`src/rtl/atpg_pkg.sv`:
```
package atpg_pkg;

    // pattern select codes; the numbering is visible at the port
    localparam logic [3:0] SEL_OFF      = 4'd0;
    localparam logic [3:0] SEL_MID      = 4'd1;
    localparam logic [3:0] SEL_POS_FS   = 4'd2;
    localparam logic [3:0] SEL_NEG_FS   = 4'd3;
    localparam logic [3:0] SEL_CHECKER  = 4'd4;
    localparam logic [3:0] SEL_PN_LONG  = 4'd5;
    localparam logic [3:0] SEL_PN_SHORT = 4'd6;
    localparam logic [3:0] SEL_WORD_TOG = 4'd7;
    localparam logic [3:0] SEL_USER     = 4'd8;
    localparam logic [3:0] SEL_BYTE_TOG = 4'd9;
    localparam logic [3:0] SEL_SYNC     = 4'd10;
    localparam logic [3:0] SEL_WALK     = 4'd11;
    localparam logic [3:0] SEL_MIXED    = 4'd12;

    // user-word play modes
    localparam logic [1:0] UM_REPEAT   = 2'd0;
    localparam logic [1:0] UM_ALT      = 2'd1;
    localparam logic [1:0] UM_ONCE     = 2'd2;
    localparam logic [1:0] UM_ALT_ONCE = 2'd3;

    typedef enum logic [1:0] {
        US_FIRST  = 2'd0,
        US_SECOND = 2'd1,
        US_DONE   = 2'd2
    } useq_state_e;

endpackage

```
`src/rtl/atpg_pn_gen.sv`:
```
module atpg_pn_gen #(
    parameter int LEN    = 23,
    parameter int TAP    = 18,
    parameter int WORD_W = 16
) (
    input  logic              clk,
    input  logic              rst_n,
    input  logic              reseed,
    output logic [WORD_W-1:0] word
);

    logic [LEN-1:0] r_q;
    logic           fb;

    assign fb = r_q[LEN-1] ^ r_q[TAP-1];

    always_ff @(posedge clk) begin
        if (!rst_n || reseed) begin
            r_q <= '1;
        end else begin
            r_q <= {r_q[LEN-2:0], fb};
        end
    end

    generate
        if (LEN >= WORD_W) begin : g_top_slice
            assign word = r_q[LEN-1 -: WORD_W];
        end else begin : g_wrap_fill
            localparam int FILL = WORD_W - LEN;
            assign word = {r_q, r_q[LEN-1 -: FILL]};
        end
    endgenerate

endmodule

```
`src/rtl/atpg_user_seq.sv`:
```
module atpg_user_seq
    import atpg_pkg::*;
(
    input  logic        clk,
    input  logic        rst_n,
    input  logic        restart,
    input  logic        advance,
    input  logic [1:0]  mode,
    output useq_state_e state
);

    useq_state_e state_q;
    useq_state_e state_d;

    // state register
    always_ff @(posedge clk) begin
        if (!rst_n) begin
            state_q <= US_FIRST;
        end else begin
            state_q <= state_d;
        end
    end

    // transitions
    always_comb begin
        state_d = state_q;
        if (restart) begin
            state_d = US_FIRST;
        end else if (advance) begin
            unique case (state_q)
                US_FIRST: begin
                    if (mode == UM_ONCE)        state_d = US_DONE;
                    else if (mode == UM_REPEAT) state_d = US_FIRST;
                    else                        state_d = US_SECOND;
                end
                US_SECOND: begin
                    if (mode == UM_ALT_ONCE) state_d = US_DONE;
                    else                     state_d = US_FIRST;
                end
                US_DONE:  state_d = US_DONE;
                default:  state_d = US_FIRST;
            endcase
        end
    end

    // outputs
    assign state = state_q;

endmodule

```
`src/rtl/atpg_word_sel.sv`:
```
module atpg_word_sel
    import atpg_pkg::*;
#(
    parameter int WORD_W = 16
) (
    input  logic [3:0]        sel,
    input  logic [WORD_W-1:0] step,
    input  logic [WORD_W-1:0] pn_long_word,
    input  logic [WORD_W-1:0] pn_short_word,
    input  logic [WORD_W-1:0] user_word,
    output logic [WORD_W-1:0] word
);

    localparam int HALF  = WORD_W / 2;
    localparam int IDX_W = $clog2(WORD_W);

    localparam logic [WORD_W-1:0] W_MID  = {1'b1, {(WORD_W-1){1'b0}}};
    localparam logic [WORD_W-1:0] W_CHKA = {HALF{2'b10}};
    localparam logic [WORD_W-1:0] W_CHKB = {HALF{2'b01}};
    localparam logic [WORD_W-1:0] W_BYTA = {{HALF{1'b1}}, {HALF{1'b0}}};
    localparam logic [WORD_W-1:0] W_BYTB = {{HALF{1'b0}}, {HALF{1'b1}}};
    localparam logic [WORD_W-1:0] W_ONE  = {{(WORD_W-1){1'b0}}, 1'b1};

    logic odd;
    assign odd = step[0];

    always_comb begin
        unique case (sel)
            SEL_MID:      word = W_MID;
            SEL_POS_FS:   word = '1;
            SEL_NEG_FS:   word = '0;
            SEL_CHECKER:  word = odd ? W_CHKB : W_CHKA;
            SEL_PN_LONG:  word = pn_long_word;
            SEL_PN_SHORT: word = pn_short_word;
            SEL_WORD_TOG: word = odd ? '0 : '1;
            SEL_USER:     word = user_word;
            SEL_BYTE_TOG: word = odd ? W_BYTB : W_BYTA;
            SEL_SYNC:     word = (step == '0) ? '1 : '0;
            SEL_WALK:     word = W_ONE << step[IDX_W-1:0];
            SEL_MIXED:    word = step;
            default:      word = '0;
        endcase
    end

endmodule

```
`src/rtl/adc_test_word_gen.sv`:
```
module adc_test_word_gen
    import atpg_pkg::*;
#(
    parameter int WORD_W      = 16,
    parameter int PN_LONG_LEN = 23,
    parameter int PN_LONG_TAP = 18,
    parameter int PN_SHRT_LEN = 9,
    parameter int PN_SHRT_TAP = 5,
    parameter int LANE_W      = $clog2(WORD_W / 8)
) (
    input  logic              clk,
    input  logic              rst_n,
    input  logic              sel_wr,
    input  logic [3:0]        sel_in,
    input  logic              mode_wr,
    input  logic [1:0]        mode_in,
    input  logic              pat_wr,
    input  logic              pat_sel,
    input  logic [LANE_W-1:0] pat_lane,
    input  logic [7:0]        pat_byte,
    input  logic              pn_long_rst,
    input  logic              pn_short_rst,
    input  logic [WORD_W-1:0] live_data,
    input  logic              live_valid,
    output logic [WORD_W-1:0] out_data,
    output logic              out_valid,
    output logic              out_test
);

    localparam int LANES = WORD_W / 8;

    logic [3:0]        sel_q;
    logic [1:0]        mode_q;
    logic [WORD_W-1:0] step_q;
    logic [WORD_W-1:0] pat1_q;
    logic [WORD_W-1:0] pat2_q;
    logic [WORD_W-1:0] pn_long_word;
    logic [WORD_W-1:0] pn_short_word;
    logic [WORD_W-1:0] user_word;
    logic [WORD_W-1:0] test_word;
    logic              test_on;
    useq_state_e       useq_state;

    assign test_on = (sel_q != SEL_OFF);

    // configuration and word index
    always_ff @(posedge clk) begin
        if (!rst_n) begin
            sel_q  <= SEL_OFF;
            mode_q <= UM_REPEAT;
            step_q <= '0;
        end else begin
            if (sel_wr)  sel_q  <= sel_in;
            if (mode_wr) mode_q <= mode_in;
            step_q <= sel_wr ? '0 : step_q + 1'b1;
        end
    end

    // user word byte lanes
    always_ff @(posedge clk) begin
        if (!rst_n) begin
            pat1_q <= '0;
            pat2_q <= '0;
        end else if (pat_wr) begin
            for (int l = 0; l < LANES; l++) begin
                if (pat_lane == LANE_W'(l)) begin
                    if (pat_sel) pat2_q[l*8 +: 8] <= pat_byte;
                    else         pat1_q[l*8 +: 8] <= pat_byte;
                end
            end
        end
    end

    atpg_pn_gen #(
        .LEN    (PN_LONG_LEN),
        .TAP    (PN_LONG_TAP),
        .WORD_W (WORD_W)
    ) u_pn_long (
        .clk    (clk),
        .rst_n  (rst_n),
        .reseed (sel_wr | pn_long_rst),
        .word   (pn_long_word)
    );

    atpg_pn_gen #(
        .LEN    (PN_SHRT_LEN),
        .TAP    (PN_SHRT_TAP),
        .WORD_W (WORD_W)
    ) u_pn_short (
        .clk    (clk),
        .rst_n  (rst_n),
        .reseed (sel_wr | pn_short_rst),
        .word   (pn_short_word)
    );

    atpg_user_seq u_useq (
        .clk     (clk),
        .rst_n   (rst_n),
        .restart (sel_wr | mode_wr),
        .advance (sel_q == SEL_USER),
        .mode    (mode_q),
        .state   (useq_state)
    );

    always_comb begin
        unique case (useq_state)
            US_FIRST:  user_word = pat1_q;
            US_SECOND: user_word = pat2_q;
            default:   user_word = '0;
        endcase
    end

    atpg_word_sel #(
        .WORD_W (WORD_W)
    ) u_word_sel (
        .sel           (sel_q),
        .step          (step_q),
        .pn_long_word  (pn_long_word),
        .pn_short_word (pn_short_word),
        .user_word     (user_word),
        .word          (test_word)
    );

    // output stage: test word or live sample
    always_ff @(posedge clk) begin
        if (!rst_n) begin
            out_data  <= '0;
            out_valid <= 1'b0;
            out_test  <= 1'b0;
        end else begin
            out_data  <= test_on ? test_word : live_data;
            out_valid <= test_on | live_valid;
            out_test  <= test_on;
        end
    end

endmodule

```
`config.mk`:
```
export PLATFORM = sky130hd
export DESIGN_NAME = adc_test_word_gen
export DESIGN_NICKNAME = d
export VERILOG_FILES = /design/src/rtl/atpg_pkg.sv /design/src/rtl/atpg_pn_gen.sv /design/src/rtl/atpg_user_seq.sv /design/src/rtl/atpg_word_sel.sv /design/src/rtl/adc_test_word_gen.sv
export SDC_FILE = /design/constraint.sdc
export NUM_CORES = 1
export LEC_CHECK = 0
export CORE_MARGIN = 8
export CORE_UTILIZATION = 40
export CTS_CLUSTER_DIAMETER = 40
export DETAILED_ROUTE_END_ITERATION = 10
export DONT_BUFFER_PORTS = 1
export GPL_TIMING_DRIVEN = 0
export PLACE_DENSITY_LB_ADDON = 0.15
export SYNTH_ARGS = -nofsm -noshare
export SYNTH_HDL_FRONTEND = slang
export SYNTH_HIERARCHICAL = 1
export SYNTH_SLANG_ARGS = --single-unit
```
`constraint.sdc`:
```
create_clock -name clk -period 4.2 [get_ports clk]
set_clock_uncertainty 0.15 [all_clocks]
set_input_delay 0.84 -clock clk [delete_from_list [all_inputs] [get_ports clk]]
set_output_delay 0.84 -clock clk [all_outputs]
set_load 0.02 [all_outputs]
```
# ---- Word-level counts from Yosys, hierarchy flattened
# Index checks and enable logic that the tools add are counted.
dict set report word_totals {
  input_bits 40
  register_bits 106
  output_inout_bits 18
}
dict set report classes {
  n_bitwise 9
  n_addsub 1
  n_eq_ne 15
  reduce_logical 13
  mux 11
  shifts 1
}
# op n
set ops {}
lappend ops {{$pmux 16 s11} 1}
lappend ops {{$mux 16} 5}
lappend ops {{$pmux 16 s2} 1}
lappend ops {{$eq 4x4->1 const B} 5}
lappend ops {{$add 16x1->16 const B} 1}
lappend ops {{$eq 4x3->1 const B} 4}
lappend ops {{$logic_not 16->1} 1}
lappend ops {{$shl 1x4->16 const A} 1}
lappend ops {{$reduce_and 3->1} 4}
lappend ops {{$eq 2x2->1 const B} 3}
lappend ops {{$pmux 2 s3} 1}
lappend ops {{$eq 4x1->1 const B} 1}
lappend ops {{$eq 4x2->1 const B} 1}
lappend ops {{$logic_not 2->1} 2}
lappend ops {{$mux 2} 2}
lappend ops {{$or 1x1->1} 4}
lappend ops {{$reduce_bool 4->1} 1}
lappend ops {{$reduce_or 2->1} 2}
lappend ops {{$not 1->1} 3}
lappend ops {{$eq 2x1->1 const B} 1}
lappend ops {{$logic_or 1x1->1} 2}
lappend ops {{$xor 1x1->1} 2}
lappend ops {{$logic_not 1->1} 1}
lappend ops {{$mux 1} 1}

# ---- Logic depth before layout (Yosys ltp)
dict set report depth {
  depth_word 4
  depth_mapped 9
  ltp_nobuf 7
}

# ---- Modules after synthesis
# Netlist, hierarchy kept.
# module seq_area_each_um2 area_per_inst_um2 cells_per_inst instances
set by_module_without_submodules {}
lappend by_module_without_submodules {adc_test_word_gen 1441.4 3066.7 319 1}
lappend by_module_without_submodules {atpg_word_sel 0.0 894.6 126 1}
lappend by_module_without_submodules {{atpg_pn_gen at u_pn_long} 460.4 767.0 66 1}
lappend by_module_without_submodules {{atpg_pn_gen at u_pn_short} 180.2 309.0 27 1}
lappend by_module_without_submodules {atpg_user_seq 40.0 108.9 12 1}

# ---- Worst setup path before layout
# Ideal clock, no wire load.
dict set report synth_timing {
  path_type {reg-to-reg}
  from {reg sel_q[3]}
  to {reg out_data[15]}
  slack_ns 2.166
  path_stages_with_launch 8
  setup_time_ns 0.076
  period_less_slack_ns 2.034
  arrival_ns 1.809
  path_cell_list {dfxtp_1 -> or4b_4 -> nor4_4 -> nand4_4 -> buf_6 -> nand4_1 -> nand2_1 -> a21boi_0}
}
dict set report synth_via {
  elab_chain_cells 3
  word_cells_on_any_way 14
}
# element line_no
set synth_lines {}
lappend synth_lines {{from (decl)} adc_test_word_gen.sv:32} ;# logic [3:0] sel_q;
lappend synth_lines {{from (signal assigned)} adc_test_word_gen.sv:53} ;# if (sel_wr) sel_q <= sel_in;
lappend synth_lines {{$eq 4x4->1 (tied with other cells)} atpg_word_sel.sv:28} ;# unique case (sel)
lappend synth_lines {{$pmux 16 s11 *} atpg_word_sel.sv:28}
lappend synth_lines {{net test_word[15]} adc_test_word_gen.sv:40} ;# logic [WORD_W-1:0] test_word;
lappend synth_lines {{$mux 16 *} adc_test_word_gen.sv:131} ;# out_data <= test_on ? test_word : live_data;
lappend synth_lines {{to (signal assigned)} adc_test_word_gen.sv:131}
lappend synth_lines {{to (decl)} adc_test_word_gen.sv:25} ;# output logic [WORD_W-1:0] out_data,
# Mark *: on every way through the listed nets, which the timed path passes. The rest lies on a longest branch.
# A chain may end at the register's enable or synchronous reset.

# ---- Worst setup path after layout
dict set report layout_timing {
  from {reg u_useq.state_q[0], in the netlist u_useq/state[0]}
  to {reg out_data[8]}
}
dict set report layout_via {
  elab_chain_cells 4
  word_cells_on_any_way 5
}
# element line_no
set layout_lines {}
lappend layout_lines {{from (decl)} atpg_user_seq.sv:12} ;# useq_state_e state_q;
lappend layout_lines {{from (signal assigned)} atpg_user_seq.sv:20} ;# state_q <= state_d;
lappend layout_lines {{$eq 2x1->1 or $logic_not 2->1 (tied branches)} adc_test_word_gen.sv:106} ;# unique case (useq_state)
lappend layout_lines {{$pmux 16 s2 *} adc_test_word_gen.sv:106}
lappend layout_lines {{net user_word[8]} adc_test_word_gen.sv:39} ;# logic [WORD_W-1:0] user_word;
lappend layout_lines {{$pmux 16 s11 *} atpg_word_sel.sv:28}
lappend layout_lines {{net test_word[8]} adc_test_word_gen.sv:40}
lappend layout_lines {{$mux 16 *} adc_test_word_gen.sv:131}
# Marks and branches as above.

==> flow_metrics.env <==
export IMPL_status="complete, no violations"
export IMPL_async_reset_ff_share_pct=0
export IMPL_cts_buffers_inserted=9
export IMPL_synth_edf_count=0
export IMPL_wire_per_inst_um=17.0
export IMPL_initial_utilization_pct=40.9
export IMPL_hp_class="reg2reg"
export IMPL_ys_top_cells_by_area="dfxtp_1, mux2i_1, nor2b_1"
export IMPL_synthTopCellsByCount="dfxtp_1, mux2i_1, nand2_1, nor2_1, nor2b_1"
export IMPL_maxCapViolations=0
export IMPL_yosys_most_used_dff="dfxtp_1"
export IMPL_io_pins=58
export IMPL_end_kind="flip-flop"
export IMPL_crit_family="buffers and inverters"
export IMPL_rows=41
export IMPL_cts_resized_gates=0
export IMPL_power_per_cell_area_nw_per_um2=378
export IMPL_grt_pass1_vias=3672
export IMPL_yosys_warnings=6
export IMPL_cts_tree="yes"
export IMPL_place_area_um2=5360
export IMPL_drv_slew=0
export IMPL_synthesis_area_um2=5150
export IMPL_worst_pin_slew_ps=607
export IMPL_synth_top_area_share_pct=41.2
export IMPL_clk_latency_ps=350
export IMPL_die_w_um=129
export IMPL_path_buf_inv=2
export IMPL_setup_viol=0
export IMPL_cp_common_cell="buf_2"
export IMPL_timing_rr_end="out_data[8]"
export IMPL_syn_area_per_cell_um2=9.36
export IMPL_fp_dieH_um=129
export IMPL_syn_nets=591
export IMPL_gp_congestion=0.876
export IMPL_p_leak_nw=2.11
export IMPL_fin_util_pct=45.1
export IMPL_timing_rr_start="u_useq/state[0]"
export IMPL_holdPathEnd="u_pn_long/r_q[7]"
export IMPL_worstSetupPathType="reg2reg"
export IMPL_synth_cell_types=48
export IMPL_clockRootBuffer="clkbuf_16"
export IMPL_final_nets=602
export IMPL_cp_required_ps=4280
export IMPL_ir_drop_mv=0.198
export IMPL_fin_crit_ps=2400
export IMPL_drc=0
export IMPL_crit_slowest_cell="dfxtp_1"
export IMPL_synth_area_leader_cell="dfxtp_1"
export IMPL_max_freq_mhz=416
export IMPL_drt_iter0_drc=208
export IMPL_routed_wl_um=12600
export IMPL_grt_usage_pct=15.7
export IMPL_vias=3761
export IMPL_clockBufferDepth=2
export IMPL_cts_num_sinks=106
export IMPL_die_area_um2=16800
export IMPL_tns_ps=0
export IMPL_port_buffers=0
export IMPL_dr_pass1_iters=4
export IMPL_reg2reg_slack_ps=1800
export IMPL_reg2reg_depth=9
export IMPL_ys_seq_area_share_pct=41.2
export IMPL_grt_pass1_wl_um=20200
export IMPL_ys_seq_elements=106
export IMPL_grt_max_degree=16
export IMPL_ant_nets=0
export IMPL_crit_fanout=10
export IMPL_slew_headroom_pct=59.4
export IMPL_synthCells=550
export IMPL_antenna_found_initial=0
export IMPL_min_path_cells=1
export IMPL_final_cell_area_um2=5670
export IMPL_synth_most_common_cell="dfxtp_1"
export IMPL_place_hpwl_um=9430
export IMPL_drive_above_1_share_pct=11.9
export IMPL_critical_path_max_stage_delay_ps=400
export IMPL_fin_crit_sh_pct=57.2
export IMPL_postCtsHoldBufs=0
export IMPL_rsz0062_at_grt="false"
export IMPL_min_delay_start="u_pn_long/r_q[6]"
export IMPL_cts_setup_buffers=0
export IMPL_start_kind="flip-flop"
export IMPL_vias_per_cell=5.10
export IMPL_hold_violations=0
export IMPL_p_total_w=0.00214
export IMPL_grt_overflow=0
export IMPL_cts_clk_slew_worst_paths_ps=70
export IMPL_arrival_ps=2480
export IMPL_final_instance_count_excl_fill=737
export IMPL_htreeDepth=3
export IMPL_dp_cells=722
export IMPL_area_delta_synth_final_pct=10.1
export IMPL_diodes=0
export IMPL_path_cells="buf_2, buf_2, mux2i_1, nor2_1, a22oi_1, o22a_1, nand4_1, nand2_1, a21boi_0"
export IMPL_core_area_um2=12600
report_power, final:
| part | switching (W) | internal (W) | leakage [nW] |
|---|---|---|---|
| Sequential | 0.0000426 | 0.00104 | 0.863 |
| Combinational | 0.000108 | 0.0000859 | 1.09 |
| Clock | 0.000361 | 0.000507 | 0.152 |
routing by layer:
layer / GRT usage [%] / share of wire (%) / vias up
met4: 7.31 / 2.1 / 0
met3: 4.15 / 6.2 / 17
met5: 0 / 0 / -
met1: 21.1 / 49 / 1749
li1: - / - / 1911
met2: 23.1 / 42 / 84
placed cells by master, fill, tap and decap left out, types with 16 or more instances in the layout:
cell      Yosys  routed
dfxtp_1     106     106
a21boi_0     16      16
clkbuf_1     15      16
a22oi_1      31      31
mux2i_1      54      54
nor2b_1      43      43
nand4_1      21      21
nor2_1       43      43
buf_4        23      23
nand2b_1     38      38
nand2_1      43      43
through the flow:
stage               worst slack, ps  hold WS [ps]
finish                         1800           261
floorplan                      2170           236
global placement               1810           239
global route                   1620           282
CTS                            1810           263
detailed placement             1840           246
how the worst max path moves through the flow:
stage	startpoint	to	depth (start not counted)
after floorplan	sel_q[3]	out_data[15]	7
after global placement	sel_q[2]	out_data[7]	7
after detailed placement	sel_q[3]	out_data[8]	7
after CTS	sel_q[3]	out_data[8]	7
after global routing	sel_q[3]	out_data[7]	6
final	u_useq/state[0]	out_data[8]	9
state kept, by name, summed over array words and instances (netlist names):
name and flops:
u_useq/state 2, u_pn_long/r_q 23, out_data 16, out_valid 1, u_pn_short/r_q 9, out_test 1
mode_q 2, step_q 16, pat1_q 16, pat2_q 16, sel_q 4
cell families (layout without fill, tap and decap cells):
kind of cell,Yosys count,count (layout),synth area share [%]
XOR/XNOR,15,15,2.55
AO/OA/AOI/OAI,72,72,10.8
adder cells (fa/ha/maj),1,1,0.243
multiplexers,55,55,10.7
buffers and inverters,60,75,7.15
AND/OR/NAND/NOR,241,241,27.3
flip-flops,106,106,41.2
cell type report:
| cell class | count | area, um^2 |
|---|---|---|
| Sequential cell | 106 | 2120 |
| Inverter | 4 | 15.0 |
| Buffer | 56 | 353 |
| Clock inverter | 2 | 35.0 |
| Multi-Input combinational cell | 384 | 2660 |
| Fill cell | 1244 | 6900 |
| Tap cell | 172 | 215 |
| Clock buffer | 13 | 270 |
Note: power is estimated with default switching activity, not from simulation.
